## config.mk

```make
export PLATFORM = sky130hd
export DESIGN_NAME = rx_addr_filter_stat
export DESIGN_NICKNAME = d
export VERILOG_FILES = /design/src/rtl/rxf_pkg.sv /design/src/rtl/rxf_frame_track.sv /design/src/rtl/rxf_addr_match.sv /design/src/rtl/rxf_err_encode.sv /design/src/rtl/rxf_stat_queue.sv /design/src/rtl/rx_addr_filter_stat.sv
export SDC_FILE = /design/constraint.sdc
export NUM_CORES = 1
export LEC_CHECK = 0
export ABC_AREA = 0
export BUFFER_PORTS_ARGS = -buffer_cell sky130_fd_sc_hd__buf_2
export CORE_ASPECT_RATIO = 0.5
export CORE_MARGIN = 2
export CORE_UTILIZATION = 59
export CTS_CLUSTER_DIAMETER = 120
export DETAILED_ROUTE_END_ITERATION = 10
export PLACE_DENSITY = 0.86
export SLEW_MARGIN = 25
export SYNTH_ARGS = -nofsm -noshare
export SYNTH_HDL_FRONTEND = slang
export SYNTH_HIERARCHICAL = 1
export SYNTH_SLANG_ARGS = --single-unit
```

## constraint.sdc

```tcl
create_clock -name clk -period 14.2 [get_ports clk]
set_input_delay 2.84 -clock clk [delete_from_list [all_inputs] [get_ports clk]]
set_output_delay 2.84 -clock clk [all_outputs]
set_load 0.03 [all_outputs]
```

## src/rtl/rxf_pkg.sv

```systemverilog
package rxf_pkg;

   typedef enum logic [2:0] {
      ERR_OVERRUN  = 3'd0,
      ERR_OVERSIZE = 3'd1,
      ERR_DRIBBLE  = 3'd2,
      ERR_RUNT     = 3'd3,
      ERR_ALIGN    = 3'd4,
      ERR_CRC      = 3'd5
   } rx_err_e;

   typedef struct packed {
      logic        empty;
      logic        err;
      rx_err_e     code;
      logic [10:0] len;
   } rx_stat_t;

   localparam rx_stat_t STAT_EMPTY = '{empty: 1'b1, err: 1'b0, code: ERR_OVERRUN, len: 11'd0};

   localparam int FB_INDIV   = 0;
   localparam int FB_MCAST   = 1;
   localparam int FB_BCAST   = 2;
   localparam int FB_PROMISC = 3;

   localparam int ADDR_BYTES = 6;

endpackage

```

## src/rtl/rxf_frame_track.sv

```systemverilog
module rxf_frame_track #(
   parameter int LEN_W = 11
) (
   input  logic             clk,
   input  logic             rst_n,
   input  logic             rx_valid_i,
   input  logic             rx_sof_i,
   input  logic             rx_eof_i,
   input  logic [7:0]       rx_data_i,
   output logic             done_o,
   output logic             hdr_ok_o,
   output logic [LEN_W-1:0] len_o,
   output logic [47:0]      dest_o
);
   import rxf_pkg::*;

   localparam logic [LEN_W-1:0] LEN_SAT = {LEN_W{1'b1}};

   logic             in_q;
   logic [LEN_W-1:0] cnt_q;
   logic [47:0]      da_q;

   logic             take;
   logic [LEN_W-1:0] idx;
   logic [LEN_W-1:0] len_nxt;
   logic [47:0]      da_nxt;

   assign take    = rx_valid_i && (rx_sof_i || in_q);
   assign idx     = rx_sof_i ? '0 : cnt_q;
   assign len_nxt = (idx == LEN_SAT) ? idx : idx + 1'b1;

   always_comb begin
      da_nxt = rx_sof_i ? '0 : da_q;
      for (int b = 0; b < ADDR_BYTES; b++) begin
         if (idx == LEN_W'(b)) da_nxt[47-8*b -: 8] = rx_data_i;
      end
   end

   always_ff @(posedge clk) begin
      if (!rst_n) begin
         in_q  <= 1'b0;
         cnt_q <= '0;
         da_q  <= '0;
      end else if (take) begin
         in_q  <= !rx_eof_i;
         cnt_q <= len_nxt;
         da_q  <= da_nxt;
      end
   end

   assign done_o   = take && rx_eof_i;
   assign hdr_ok_o = len_nxt >= LEN_W'(ADDR_BYTES);
   assign len_o    = len_nxt;
   assign dest_o   = da_nxt;

endmodule

```

## src/rtl/rxf_addr_match.sv

```systemverilog
module rxf_addr_match (
   input  logic [3:0]  filt_i,
   input  logic [47:0] station_i,
   input  logic [47:0] dest_i,
   output logic        accept_o
);
   import rxf_pkg::*;

   logic is_bcast;
   logic is_mcast;
   logic is_own;

   assign is_bcast = &dest_i;
   assign is_mcast = dest_i[40] && !is_bcast;
   assign is_own   = (dest_i == station_i);

   assign accept_o = filt_i[FB_PROMISC]
                   | (filt_i[FB_BCAST] & is_bcast)
                   | (filt_i[FB_MCAST] & is_mcast)
                   | (filt_i[FB_INDIV] & is_own);

endmodule

```

## src/rtl/rxf_err_encode.sv

```systemverilog
module rxf_err_encode #(
   parameter int LEN_W   = 11,
   parameter int MAX_LEN = 1514,
   parameter int MIN_LEN = 60
) (
   input  logic [LEN_W-1:0]  len_i,
   input  logic              overrun_i,
   input  logic              crc_i,
   input  logic              dribble_i,
   input  logic              align_i,
   output rxf_pkg::rx_stat_t stat_o
);
   import rxf_pkg::*;

   logic too_long;
   logic too_short;

   assign too_long  = len_i > LEN_W'(MAX_LEN);
   assign too_short = len_i < LEN_W'(MIN_LEN);

   always_comb begin
      stat_o.empty = 1'b0;
      stat_o.len   = 11'(len_i);
      stat_o.err   = 1'b1;
      if (overrun_i)      stat_o.code = ERR_OVERRUN;
      else if (crc_i)     stat_o.code = ERR_CRC;
      else if (too_long)  stat_o.code = ERR_OVERSIZE;
      else if (too_short) stat_o.code = ERR_RUNT;
      else if (align_i)   stat_o.code = ERR_ALIGN;
      else if (dribble_i) stat_o.code = ERR_DRIBBLE;
      else begin
         stat_o.code = ERR_OVERRUN;
         stat_o.err  = 1'b0;
      end
   end

endmodule

```

## src/rtl/rxf_stat_queue.sv

```systemverilog
module rxf_stat_queue #(
   parameter int DEPTH = 4,
   parameter int W     = 16,
   parameter int LVL_W = $clog2(DEPTH + 1)
) (
   input  logic             clk,
   input  logic             rst_n,
   input  logic             push_i,
   input  logic [W-1:0]     push_data_i,
   input  logic             pop_i,
   output logic [W-1:0]     head_o,
   output logic             empty_o,
   output logic [LVL_W-1:0] level_o
);
   localparam int AW = (DEPTH > 1) ? $clog2(DEPTH) : 1;
   localparam logic [LVL_W-1:0] LVL_FULL = LVL_W'(DEPTH);

   logic [W-1:0]     mem [DEPTH];
   logic [AW-1:0]    wr_q, rd_q, wr_nxt, rd_nxt;
   logic [LVL_W-1:0] lvl_q;
   logic             do_push, do_pop;

   generate
      if ((DEPTH & (DEPTH - 1)) == 0) begin : g_pow2
         assign wr_nxt = wr_q + 1'b1;
         assign rd_nxt = rd_q + 1'b1;
      end else begin : g_wrap
         assign wr_nxt = (wr_q == AW'(DEPTH - 1)) ? '0 : wr_q + 1'b1;
         assign rd_nxt = (rd_q == AW'(DEPTH - 1)) ? '0 : rd_q + 1'b1;
      end
   endgenerate

   assign do_pop  = pop_i && (lvl_q != '0);
   assign do_push = push_i && ((lvl_q != LVL_FULL) || do_pop);

   always_ff @(posedge clk) begin
      if (do_push) mem[wr_q] <= push_data_i;
   end

   always_ff @(posedge clk) begin
      if (!rst_n) begin
         wr_q  <= '0;
         rd_q  <= '0;
         lvl_q <= '0;
      end else begin
         if (do_push) wr_q <= wr_nxt;
         if (do_pop)  rd_q <= rd_nxt;
         case ({do_push, do_pop})
            2'b10:   lvl_q <= lvl_q + 1'b1;
            2'b01:   lvl_q <= lvl_q - 1'b1;
            default: lvl_q <= lvl_q;
         endcase
      end
   end

   assign head_o  = mem[rd_q];
   assign empty_o = (lvl_q == '0);
   assign level_o = lvl_q;


   no_overflow_chk: assert property (@(posedge clk) disable iff (!rst_n)
      lvl_q <= LVL_FULL);


   full_drop_chk: assert property (@(posedge clk) disable iff (!rst_n)
      (push_i && !pop_i && lvl_q == LVL_FULL) |=> (lvl_q == LVL_FULL));


   empty_pop_chk: assert property (@(posedge clk) disable iff (!rst_n)
      (pop_i && !push_i && lvl_q == '0) |=> (lvl_q == '0));


   push_pop_chk: assert property (@(posedge clk) disable iff (!rst_n)
      (push_i && pop_i && lvl_q != '0) |=> $stable(lvl_q));

endmodule

```

## src/rtl/rx_addr_filter_stat.sv

```systemverilog
module rx_addr_filter_stat #(
   parameter int LEN_W   = 11,
   parameter int MAX_LEN = 1514,
   parameter int MIN_LEN = 60,
   parameter int DEPTH   = 4
) (
   input  logic        clk,
   input  logic        rst_n,
   input  logic        rx_valid_i,
   input  logic        rx_sof_i,
   input  logic        rx_eof_i,
   input  logic [7:0]  rx_data_i,
   input  logic        rx_overrun_i,
   input  logic        rx_crc_err_i,
   input  logic        rx_dribble_i,
   input  logic        rx_align_err_i,
   input  logic [3:0]  filt_mode_i,
   input  logic [47:0] station_addr_i,
   input  logic        discard_i,
   output logic [15:0] status_o
);
   import rxf_pkg::*;

   localparam int LVL_W = $clog2(DEPTH + 1);
   localparam int STAT_W = $bits(rx_stat_t);

   generate
      if (DEPTH < 4) begin : g_bad_depth
         $error("DEPTH must be at least 4");
      end
      if (LEN_W != 11) begin : g_bad_len_w
         $error("LEN_W must match the 11-bit length field");
      end
      if (MIN_LEN >= MAX_LEN || MAX_LEN >= (1 << LEN_W)) begin : g_bad_limits
         $error("length limits out of range");
      end
   endgenerate

   logic             f_done, f_hdr_ok, f_accept, q_push, q_empty;
   logic [LEN_W-1:0] f_len;
   logic [47:0]      f_dest;
   rx_stat_t         f_stat;
   logic [STAT_W-1:0] q_head;
   logic [LVL_W-1:0] q_level;

   rxf_frame_track #(.LEN_W(LEN_W)) u_track (
      .clk        (clk),
      .rst_n      (rst_n),
      .rx_valid_i (rx_valid_i),
      .rx_sof_i   (rx_sof_i),
      .rx_eof_i   (rx_eof_i),
      .rx_data_i  (rx_data_i),
      .done_o     (f_done),
      .hdr_ok_o   (f_hdr_ok),
      .len_o      (f_len),
      .dest_o     (f_dest)
   );

   rxf_addr_match u_match (
      .filt_i    (filt_mode_i),
      .station_i (station_addr_i),
      .dest_i    (f_dest),
      .accept_o  (f_accept)
   );

   rxf_err_encode #(.LEN_W(LEN_W), .MAX_LEN(MAX_LEN), .MIN_LEN(MIN_LEN)) u_enc (
      .len_i     (f_len),
      .overrun_i (rx_overrun_i),
      .crc_i     (rx_crc_err_i),
      .dribble_i (rx_dribble_i),
      .align_i   (rx_align_err_i),
      .stat_o    (f_stat)
   );

   assign q_push = f_done && f_hdr_ok && f_accept;

   rxf_stat_queue #(.DEPTH(DEPTH), .W(STAT_W), .LVL_W(LVL_W)) u_queue (
      .clk         (clk),
      .rst_n       (rst_n),
      .push_i      (q_push),
      .push_data_i (f_stat),
      .pop_i       (discard_i),
      .head_o      (q_head),
      .empty_o     (q_empty),
      .level_o     (q_level)
   );

   assign status_o = q_empty ? STAT_EMPTY : q_head;


   status_latency_chk: assert property (@(posedge clk) disable iff (!rst_n)
      (q_empty && q_push) |=> !status_o[15]);


   promisc_accept_chk: assert property (@(posedge clk) disable iff (!rst_n)
      (f_done && f_hdr_ok && filt_mode_i[FB_PROMISC] && q_level < LVL_W'(DEPTH))
      |=> !status_o[15]);


   empty_word_chk: assert property (@(posedge clk) disable iff (!rst_n)
      (q_level == '0) |-> (status_o == 16'h8000));

endmodule

```

==> flow_metrics.env <==
export IMPL_peakVddDrop_mv=0.08085
export IMPL_cp_buffers_inverters=4
export IMPL_grt_setup_unrepaired="no"
export IMPL_ys_flop_type="dfxtp_1"
export IMPL_ctsHtreeMaxLevel=4
export IMPL_fill_cells=909
export IMPL_synth_edf_count=64
export IMPL_synth_async_reset_ratio_pct=0
export IMPL_synth_common_cells="nand2_1 (164), dfxtp_1 (69), edfxtp_1 (64)"
export IMPL_p_per_area_nw_per_um2=108.4
export IMPL_port_buffers=85
export IMPL_finClkSkew_ns=0.009043
export IMPL_rr_endpoint="u_queue/mem[0][3]$_DFFE_PP_"
export IMPL_core_area_um2=12020
export IMPL_die_x_um=162.1
export IMPL_clock_latency_ns=0.42
export IMPL_hold_violations=0
export IMPL_grt_total_usage_pct=29.23
export IMPL_hold_start="u_track/da_q[25]$_SDFFE_PN0P_"
export IMPL_hold_depth=2
export IMPL_fin_util_pct=68.96
export IMPL_yosys_top_cells_area="edfxtp_1 (26%), dfxtp_1 (19%), nand2_1 (8.3%)"
export IMPL_num_nets_final=901
export IMPL_cts_hold_buf=0
export IMPL_yosysUniqueCellTypes=74
export IMPL_antenna_cells=0
export IMPL_clock_sinks=133
export IMPL_yosysMostFrequentCell="nand2_1"
export IMPL_routed_wl_um=19400
export IMPL_grt_max_degree=80
export IMPL_worst_slew_pin_slew_ns=1.065
export IMPL_slew_headroom_pct=28.99
export IMPL_finalCritPeriodShare_pct=57.48
export IMPL_dr_first_iter_drc_count=709
export IMPL_vias=6343
export IMPL_holdPathEnd="u_track/da_q[25]$_SDFFE_PN0P_"
export IMPL_synth_warnings=6
export IMPL_place_gp_congestion=1.013
export IMPL_leakage_uw=0.003021
export IMPL_netlist_area_um2=7376
export IMPL_cts_buffers=17
export IMPL_vias_per_cell=6.343
export IMPL_fmax_ghz=0.1225
export IMPL_finalSetupViolCount=0
export IMPL_post_drt_wl_per_cell_um=19.40
export IMPL_dieArea_um2=13470
export IMPL_end_kind="flip-flop"
export IMPL_max_cap_viol_count=0
export IMPL_cp_slowest_cell="inv_2"
export IMPL_chipHeight_um=83.06
export IMPL_grt_pass1_wl_um=30460
export IMPL_outcome="complete, no violations"
export IMPL_ant_nets=0
export IMPL_tns_ns=0
export IMPL_antenna_found_initial=0
export IMPL_crit_family="simple AND/OR/NAND/NOR gates"
export IMPL_drc=0
export IMPL_crit_chain="buf_2 > inv_2 > nand2_1 > inv_1 > ha_1 > o21ai_1 > nor2_4 > o21ai_0 > xor2_1 > nor4_1 > nand4_1 > o31ai_1 > and3_1 > inv_1 > nor2_1 > and2_1"
export IMPL_hold_class="reg -> reg"
export IMPL_timing_hold_ws_ns=0.4605
export IMPL_dp_hpwl_um=13280
export IMPL_grt_pass1_vias=5849
export IMPL_worstPathRequired_ns=14.24
export IMPL_rows=28
export IMPL_arrival_ns=8.20
export IMPL_synth_top_area_share_pct=26.06
export IMPL_synth_seq_area_share_pct=44.78
export IMPL_worstPathMaxFanout=54
export IMPL_ys_seq_elements=133
export IMPL_path_clk_slew_ns=0.06
export IMPL_r2r_slack_ns=9.17
export IMPL_layout_min_cycle_time_ns=8.162
export IMPL_cts_setup_buffers=0
export IMPL_crit_reg2reg_launch="u_track/cnt_q[4]$_SDFFE_PN0P_"
export IMPL_drive_gt1_share_pct=20.72
export IMPL_r2r_cells=12
export IMPL_drt_first_pass_iters=6
export IMPL_clock_path_buffers=2
export IMPL_start_util_pct=61.38
export IMPL_crit_type="in -> reg"
export IMPL_cts_resized=0
export IMPL_syn_avg_cell_area_um2=9.604
export IMPL_netlist_instances=768
export IMPL_gr_total_overflow=0
export IMPL_slowest_delay_ns=0.74
export IMPL_slew_viol_final=0
export IMPL_cts_root_buf="clkbuf_16"
export IMPL_cpMostUsedCell="inv_1"
export IMPL_ios=86
export IMPL_synth_top_area_cell="edfxtp_1"
export IMPL_area_delta_synth_final_pct=12.35
export IMPL_cts_tree="done"
export IMPL_synth_nets=847
export IMPL_critical_path_startpoint_type="primary input"
-- through the flow --
step	setup slack, ns	std cells	power (uW)	cell area [um^2]
finish	6.038	1000	898.1	8287
CTS	6.282	1000	899.7	8279
floorplan	7.169	768	452.2	7376
global route	5.722	1000	926.0	8287
detailed placement	5.898	968	477.6	7709
global placement	6.114	968	476.4	7709
-- worst max path at each step --
stage              from                            to  slack [ns]  cells past startpoint
6_report       rx_sof_i   u_queue/mem[0][3]$_DFFE_PP_        6.04                     16
5_1_grt        rx_sof_i   u_queue/mem[0][1]$_DFFE_PP_        5.72                     17
4_1_cts        rx_sof_i  u_queue/mem[0][12]$_DFFE_PP_        6.28                     16
3_5_place_dp   rx_sof_i   u_queue/mem[0][8]$_DFFE_PP_        5.90                     16
3_3_place_gp   rx_sof_i   u_queue/mem[3][8]$_DFFE_PP_        6.11                     16
2_1_floorplan  rx_sof_i   u_queue/mem[0][0]$_DFFE_PP_        7.17                     21
-- where the power goes --
| part | internal (uW) | switching (uW) | leakage [uW] |
|---|---|---|---|
| Combinational | 22.1 | 45.8 | 0.00161 |
| Clock | 245 | 180 | 0.000270 |
| Sequential | 402 | 2.41 | 0.00114 |
-- sequential cells by signal, summed over array words and instances (netlist names), named ones only --
signal	cells
u_queue/level_o	3
u_queue/mem	64
u_queue/rd_q	2
u_queue/wr_q	2
u_track/cnt_q	11
u_track/da_q	48
u_track/in_q	1
-- metal layers --
layer,track usage (%),vias up,routed length (um)
met4,10.22,0,548
met5,0,-,0
met2,46.15,424,8765
met3,7.043,71,2217
met1,39.67,2964,7863
li1,-,2884,-
-- kinds of logic after synthesis --
kind of cell,Yosys count,synth area share (%)
compound gates,145,12.30
xor+xnor,54,6.412
fa+ha+maj,9,1.629
buf+inv,69,5.140
flops,133,44.78
mux,23,5.920
other cells,1,0.05084
simple gates,334,23.77
-- final cells by class --
class                           count  area (um^2)  area share, %
Clock buffer                       17        425.4          5.134
Clock inverter                     15        145.1          1.751
Inverter                           18        67.56         0.8153
Multi-Input combinational cell    566         3705          44.71
Sequential cell                   133         3304          39.88
Tap cell                          165        206.4          2.491
Timing Repair Buffer               86        432.9          5.224
-- worst reg2reg max path, stage by stage (launching register included) --
cell,delay [ns]
dfxtp_1,0.46
nor4_4,0.39
o21ai_1,0.20
nor2_4,0.39
o21ai_0,0.34
xor2_1,0.25
nor4_1,0.52
nand4_1,0.16
o31ai_1,0.43
and3_1,0.33
inv_1,0.13
nor2_1,0.34
and2_1,0.73
-- cells in the final DEF, fill, tap and decap left out, drive strengths merged, types with 18 or more instances in the layout --
master	count
edfxtp	64
nand3	47
o22ai	51
dfxtp	69
xor2	32
inv	24
nand4	23
o21ai	47
buf	86
nand2	170
xnor2	22
nor2	18
(Power assumes the default switching activity.)
